## src/rtl/dma_launch_irq.sv

```systemverilog
module dma_launch_irq #(
  parameter int NUM_CH  = 7,
  parameter int SKIP_CH = 5,
  parameter int AW      = 8
) (
  input  logic              clk,
  input  logic              rst_n,
  input  logic              bus_wr,
  input  logic [AW-1:0]     bus_addr,
  input  logic [31:0]       bus_wdata,
  output logic [31:0]       bus_rdata,
  input  logic [NUM_CH-1:0] xfer_done,
  output logic [NUM_CH-1:0] chan_go,
  output logic              irq_out
);
  localparam logic [AW-1:0] CH_BASE  = AW'(8'h80);
  localparam logic [AW-1:0] ENA_ADDR = AW'(8'hF0);
  localparam logic [AW-1:0] IRQ_ADDR = AW'(8'hF4);
  localparam logic [31:0]   IRQ_KEEP = 32'h00FF803F;
  localparam logic [31:0]   FLAG_MSK = 32'h7F000000;
  localparam int            GO_BIT   = 24;

  logic [31:0] addr_q [NUM_CH];
  logic [31:0] cnt_q  [NUM_CH];
  logic [31:0] ctl_q  [NUM_CH];
  logic [31:0] ena_q, irq_q;

  for (genvar ch = 0; ch < NUM_CH; ch++) begin : g_ch
    localparam logic [AW-1:0] A0 = CH_BASE + AW'(16 * ch);
    wire hit_a = bus_wr && (bus_addr == A0);
    wire hit_n = bus_wr && (bus_addr == A0 + AW'(4));
    wire hit_c = bus_wr && (bus_addr == A0 + AW'(8));

    always_ff @(posedge clk) begin
      if (!rst_n) begin
        addr_q[ch] <= '0;
        cnt_q[ch]  <= '0;
      end else begin
        if (hit_a) addr_q[ch] <= bus_wdata;
        if (hit_n) cnt_q[ch]  <= bus_wdata;
      end
    end

    if (ch == SKIP_CH) begin : g_idle
      assign ctl_q[ch]   = '0;
      assign chan_go[ch] = 1'b0;
    end else begin : g_live
      logic [31:0] ctl_r;
      logic        go_r;
      always_ff @(posedge clk) begin
        if (!rst_n) begin
          ctl_r <= '0;
          go_r  <= 1'b0;
        end else begin
          if (hit_c) ctl_r <= bus_wdata;
          else if (xfer_done[ch]) ctl_r[GO_BIT] <= 1'b0;
          go_r <= hit_c && bus_wdata[GO_BIT] && ena_q[3 + 4 * ch];
        end
      end
      assign ctl_q[ch]   = ctl_r;
      assign chan_go[ch] = go_r;
    end
  end

  wire         irq_wr = bus_wr && (bus_addr == IRQ_ADDR);
  logic [31:0] irq_base, irq_nx;
  logic [6:0]  flags_nx;
  logic        cond;

  assign irq_base = irq_wr ? ((bus_wdata & IRQ_KEEP) | (irq_q & ~bus_wdata & FLAG_MSK)) : irq_q;
  assign flags_nx = irq_base[30:24] | 7'(xfer_done & irq_base[16 +: NUM_CH]);
  assign cond     = irq_base[15] | (irq_base[23] & (|flags_nx));
  assign irq_nx   = {irq_wr ? cond : (irq_q[31] | cond), flags_nx, irq_base[23:0]};

  always_ff @(posedge clk) begin
    if (!rst_n) begin
      ena_q   <= '0;
      irq_q   <= '0;
      irq_out <= 1'b0;
    end else begin
      if (bus_wr && bus_addr == ENA_ADDR) ena_q <= bus_wdata;
      irq_q   <= irq_nx;
      irq_out <= cond & ~irq_q[31];
    end
  end

  always_comb begin
    bus_rdata = '0;
    if (bus_addr == ENA_ADDR) bus_rdata = ena_q;
    if (bus_addr == IRQ_ADDR) bus_rdata = irq_q;
    for (int i = 0; i < NUM_CH; i++) begin
      if (bus_addr == CH_BASE + AW'(16 * i))     bus_rdata = addr_q[i];
      if (bus_addr == CH_BASE + AW'(16 * i + 4)) bus_rdata = cnt_q[i];
      if (bus_addr == CH_BASE + AW'(16 * i + 8)) bus_rdata = ctl_q[i];
    end
  end
endmodule

```

## config.mk

```make
export PLATFORM = sky130hd
export DESIGN_NAME = dma_launch_irq
export DESIGN_NICKNAME = d
export VERILOG_FILES = /design/src/rtl/dma_launch_irq.sv
export SDC_FILE = /design/constraint.sdc
export NUM_CORES = 1
export LEC_CHECK = 0
export ABC_CLOCK_PERIOD_IN_PS = 3000
export BUFFER_PORTS_ARGS = -buffer_cell sky130_fd_sc_hd__buf_2
export CAP_MARGIN = 20
export CORE_MARGIN = 2
export CORE_UTILIZATION = 40
export CTS_CLUSTER_DIAMETER = 60
export DETAILED_ROUTE_END_ITERATION = 6
export GPL_TIMING_DRIVEN = 0
export SLEW_MARGIN = 20
export SYNTH_ARGS = -nofsm -noshare
export SYNTH_HDL_FRONTEND = slang
export SYNTH_SLANG_ARGS = --single-unit
```

## constraint.sdc

```tcl
create_clock -name clk -period 3 [get_ports clk]
set_input_delay 0.3 -clock clk [delete_from_list [all_inputs] [get_ports clk]]
set_output_delay 0.3 -clock clk [all_outputs]
set_load 0.005 [all_outputs]
```

==> flow_results.xml <==
<?xml version="1.0" encoding="UTF-8"?>
<metrics>
  <group name="status">
    <metric name="status" unit="">finished, violations left</metric>
    <metric name="violations_in_the_final_reports" unit="">setup timing</metric>
  </group>
  <group name="sta">
    <metric name="relSlewSlack" unit="%">17.7</metric>
    <metric name="timing_worst_slew_pin_value" unit="ns">1.23</metric>
    <metric name="finalHoldViolCount" unit="">0</metric>
    <metric name="setup_slack" unit="ns">-0.0736</metric>
    <metric name="timing.final.max_slew_violations" unit="">0</metric>
    <metric name="clock.fmax" unit="GHz">0.325</metric>
    <metric name="timing.clock.skew" unit="ns">0.00825</metric>
    <metric name="post-route-period-util" unit="%">102</metric>
    <metric name="unrepaired_setup_endpoints_after_global_routing" unit="">yes</metric>
    <metric name="setup-violations-final" unit="">17</metric>
    <metric name="finalCriticalPeriod" unit="ns">3.07</metric>
  </group>
  <group name="route">
    <metric name="total_via_count_in_the_routed_design" unit="">28700</metric>
    <metric name="postRouteWirelength" unit="mm">156</metric>
    <metric name="drtIter0Drc" unit="">4763</metric>
    <metric name="postRouteAntennaNets" unit="">0</metric>
    <metric name="post_drt_via_cell_ratio" unit="">6.36</metric>
    <metric name="post-route-drc-count" unit="">0</metric>
    <metric name="wire_per_inst" unit="µm">34.5</metric>
    <metric name="first_pass_iteration_count_of_the_detailed_router" unit="">6</metric>
  </group>
  <group name="floorplan">
    <metric name="floorplan.initialDensity" unit="%">40.5</metric>
    <metric name="core" unit="µm²">79300</metric>
    <metric name="fp-row-count" unit="">103</metric>
    <metric name="io-pin-count" unit="">90</metric>
    <metric name="fp.dieW" unit="µm">287</metric>
    <metric name="fp.dieArea" unit="µm²">82600</metric>
    <metric name="fp.dieH" unit="µm">287</metric>
  </group>
  <group name="synth">
    <metric name="synth-seq-cells" unit="">702</metric>
    <metric name="synth_cell_types" unit="">72</metric>
    <metric name="syn-mean-instance-area" unit="µm²">10.3</metric>
    <metric name="synth_enable_flop_cells" unit="">448</metric>
    <metric name="synth_fp_nets" unit="">3180</metric>
    <metric name="synthDominantAreaCellType" unit="">sky130_fd_sc_hd__edfxtp_1</metric>
    <metric name="yosys_warnings" unit="">0</metric>
    <metric name="ys_top_cells_by_area" unit="">sky130_fd_sc_hd__edfxtp_1, sky130_fd_sc_hd__dfxtp_1, sky130_fd_sc_hd__and2_1</metric>
    <metric name="synth_seq_area_share" unit="%">57.7</metric>
    <metric name="yosys.area.top_type_share" unit="%">41.9</metric>
    <metric name="synth_flop_cell" unit="">sky130_fd_sc_hd__edfxtp_1</metric>
    <metric name="postSynth.asyncResetShare" unit="%">0</metric>
    <metric name="syn-cell-area" unit="µm²">32100</metric>
    <metric name="synthesis.instances" unit="">3130</metric>
  </group>
  <group name="worst_setup_path">
    <metric name="ff_to_ff_start" unit="">irq_q[18]$_SDFF_PN0_</metric>
    <metric name="cp-end-kind" unit="">primary output</metric>
    <metric name="setup.worst_path.class" unit="">in -&gt; out</metric>
    <metric name="setup.worst_path.start_class" unit="">input pin</metric>
    <metric name="critical_path.max_fanout" unit="">10</metric>
    <metric name="reg2reg_to" unit="">irq_out$_SDFF_PN0_</metric>
    <metric name="critical_path_arrival" unit="ns">2.77</metric>
    <metric name="crit_required" unit="ns">2.70</metric>
    <metric name="r2r_slack" unit="ns">1.40</metric>
    <metric name="rr_worst_depth" unit="">6</metric>
  </group>
  <group name="cts">
    <metric name="tritoncts.num_buffers" unit="">80</metric>
    <metric name="clock-root-buffer" unit="">sky130_fd_sc_hd__clkbuf_16</metric>
    <metric name="number_of_buffers_on_the_longest_clock_path" unit="">3</metric>
    <metric name="insertion_delay" unit="ns">0.63</metric>
    <metric name="cts_tree" unit="">built</metric>
    <metric name="clkSlewWorstSetupHoldPaths" unit="ns">0.06</metric>
    <metric name="cts_sinks" unit="">702</metric>
    <metric name="cts.htree.levels" unit="">3</metric>
  </group>
  <group name="place">
    <metric name="placedInstanceArea" unit="µm²">34300</metric>
    <metric name="port_buffers" unit="">84</metric>
    <metric name="final_hpwl_dp" unit="mm">109</metric>
    <metric name="place_congestion" unit="">0.997</metric>
    <metric name="post-place-ws" unit="ns">-1.94</metric>
    <metric name="dpl.cell_count" unit="">4281</metric>
  </group>
  <group name="global_routing">
    <metric name="global_route.peak_usage_layer" unit="">met2</metric>
    <metric name="met1_track_utilization_from_global_routing" unit="%">46.5</metric>
    <metric name="via_count_of_the_first_global_routing_pass" unit="">27200</metric>
    <metric name="grt_pass1_wl" unit="mm">211</metric>
    <metric name="use_met2" unit="%">53.6</metric>
    <metric name="antenna_violations_before_repair" unit="">12</metric>
    <metric name="grtUsageMet3" unit="%">12.4</metric>
    <metric name="global_route.usage.total" unit="%">37.1</metric>
    <metric name="remaining_global_route_overflow" unit="">0</metric>
    <metric name="grt_max_degree" unit="">26</metric>
  </group>
  <group name="layout">
    <metric name="final_area" unit="µm²">39200</metric>
    <metric name="commonest_non_fill_non_tap_cells_in_the_layout" unit="">sky130_fd_sc_hd__nand2_1, sky130_fd_sc_hd__and2_1, sky130_fd_sc_hd__edfxtp_1</metric>
    <metric name="final_common_cell" unit="">sky130_fd_sc_hd__nand2_1</metric>
    <metric name="stdcell_count" unit="">4521</metric>
    <metric name="area_growth_syn_to_layout" unit="%">21.9</metric>
    <metric name="fill_cells" unit="">7308</metric>
    <metric name="layout.nets" unit="">3444</metric>
    <metric name="final_layout_size_suffix_gt1_share" unit="%">16.2</metric>
  </group>
  <group name="power_and_ir_drop">
    <metric name="ir_drop" unit="mV">0.399</metric>
    <metric name="cell_leakage_power" unit="nW">13.5</metric>
    <metric name="power.density" unit="nW/µm²">558</metric>
  </group>
  <group name="worst_hold_path">
    <metric name="hold_path.startpoint" unit="">xfer_done[5]</metric>
    <metric name="hold_class" unit="">in -&gt; reg</metric>
    <metric name="holdPathStages" unit="">3</metric>
    <metric name="hold_path_end" unit="">irq_q[29]$_SDFF_PN0_</metric>
  </group>
  <group name="run">
    <metric name="timing.max_cap.violations" unit="">0</metric>
  </group>
</metrics>
-- flip-flops by register name (all words and copies together), names as in the netlist --
| name | flops |
|---|---|
| addr_q | 224 |
| cnt_q | 224 |
| g_ch.g_live.ctl_r | 192 |
| ena_q | 32 |
| irq_q | 23 |
| g_ch.g_live.go_r | 6 |
| irq_out | 1 |
-- logic make-up after synthesis --
group	share of synthesized area (%)
AO/OA/AOI/OAI	17.4
buffers and inverters	3.99
flip-flops	57.7
multiplexers	0.685
other	0.0117
AND/OR/NAND/NOR	20.2
-- worst max-delay path by stage --
stage,from,slack (ns),to
2_1_floorplan,bus_addr[0],0.04,addr_q[5][0]$_SDFFCE_PN0P_
3_3_place_gp,bus_addr[7],-2.46,addr_q[5][6]$_SDFFCE_PN0P_
3_5_place_dp,bus_addr[5],-1.94,bus_rdata[7]
4_1_cts,bus_addr[3],-0.02,bus_rdata[31]
5_1_grt,bus_addr[2],-0.05,bus_rdata[16]
6_report,bus_addr[5],-0.07,bus_rdata[13]
-- worst max-delay path, stage by stage --
cell and delay, ns:
sky130_fd_sc_hd__buf_4 0.16, sky130_fd_sc_hd__clkbuf_4 0.17, sky130_fd_sc_hd__and4_1 0.29, sky130_fd_sc_hd__clkbuf_8 0.22, sky130_fd_sc_hd__clkbuf_4 0.24, sky130_fd_sc_hd__a22oi_1 0.19
sky130_fd_sc_hd__o22ai_1 0.13, sky130_fd_sc_hd__a21oi_2 0.43, sky130_fd_sc_hd__nand4_1 0.28, sky130_fd_sc_hd__and2_4 0.23, sky130_fd_sc_hd__buf_2 0.12
-- metrics by stage --
step                setup TNS (ns)  power (mW)  hold slack, ns  utilization [%]
floorplan                        0        11.3           0.404                -
global placement          -1531.53        12.0           0.438             42.7
detailed placement        -1015.85        12.0           0.448             43.2
CTS                        -0.0402        21.7         0.00221             48.9
global route                -0.338        22.1          0.0278             49.4
finish                      -0.456        21.9          0.0226             49.4
-- layer usage --
layer	vias up	share of wire, %
met2	2413	42
met3	627	15
met5	-	0.022
met1	13900	35
met4	6	8.4
li1	11700	-
-- Yosys cell counts, types with 5 or more instances --
cell type,n
sky130_fd_sc_hd__a2111oi_0,7
sky130_fd_sc_hd__a211o_1,5
sky130_fd_sc_hd__a211oi_1,16
sky130_fd_sc_hd__a21boi_0,227
sky130_fd_sc_hd__a21boi_1,6
sky130_fd_sc_hd__a21oi_1,95
sky130_fd_sc_hd__a221o_1,10
sky130_fd_sc_hd__a221oi_1,34
sky130_fd_sc_hd__a222oi_1,31
sky130_fd_sc_hd__a22o_1,13
sky130_fd_sc_hd__a22oi_1,85
sky130_fd_sc_hd__a31oi_1,20
sky130_fd_sc_hd__a32oi_1,5
sky130_fd_sc_hd__and2_1,453
sky130_fd_sc_hd__and3_1,24
sky130_fd_sc_hd__buf_1,15
sky130_fd_sc_hd__buf_2,32
sky130_fd_sc_hd__buf_4,8
sky130_fd_sc_hd__clkbuf_1,258
sky130_fd_sc_hd__dfxtp_1,254
sky130_fd_sc_hd__edfxtp_1,448
sky130_fd_sc_hd__mux2_2,8
sky130_fd_sc_hd__mux2i_1,13
sky130_fd_sc_hd__nand2_1,602
sky130_fd_sc_hd__nand3_1,36
sky130_fd_sc_hd__nand4_1,16
sky130_fd_sc_hd__nor2_1,94
sky130_fd_sc_hd__nor2b_1,13
sky130_fd_sc_hd__nor3_1,20
sky130_fd_sc_hd__nor3b_1,5
sky130_fd_sc_hd__nor4_1,9
sky130_fd_sc_hd__o2111ai_1,5
sky130_fd_sc_hd__o211ai_1,10
sky130_fd_sc_hd__o21ai_0,90
sky130_fd_sc_hd__o221ai_1,21
sky130_fd_sc_hd__o22a_1,13
sky130_fd_sc_hd__o22ai_1,40
sky130_fd_sc_hd__o2bb2ai_1,5
sky130_fd_sc_hd__o31a_1,7
sky130_fd_sc_hd__or3_1,6
-- where the power goes --
group	switching, mW	total, mW	leakage, nW	internal [mW]
sequential	0.111	10.7	6.30	10.6
clock	4.24	9.85	1.26	5.61
combinational	0.997	1.34	5.93	0.346
total	5.35	21.9	13.5	16.5
-- timing repair --
action	in CTS	in global routing
endpoints found under the hold margin	23	0
cloned	2	0
hold buffers	22	0
setup endpoints to repair	651	32
resized for setup	402	78
buffers inserted	52	12
pin swaps	48	30
-- final cells by class --
class / count / area (µm²) / area share, %
clock buffers: 129 / 2370 / 6.05
multi-input cells: 2109 / 13300 / 33.8
well taps: 1050 / 1310 / 3.35
inverters: 4 / 18.8 / 0.0479
repair buffers: 189 / 1530 / 3.90
flip-flops and latches: 702 / 18500 / 47.3
diodes: 9 / 22.5 / 0.0575
clock inverters: 21 / 206 / 0.527
plain buffers: 308 / 1920 / 4.91
(Power assumes the default switching activity.)
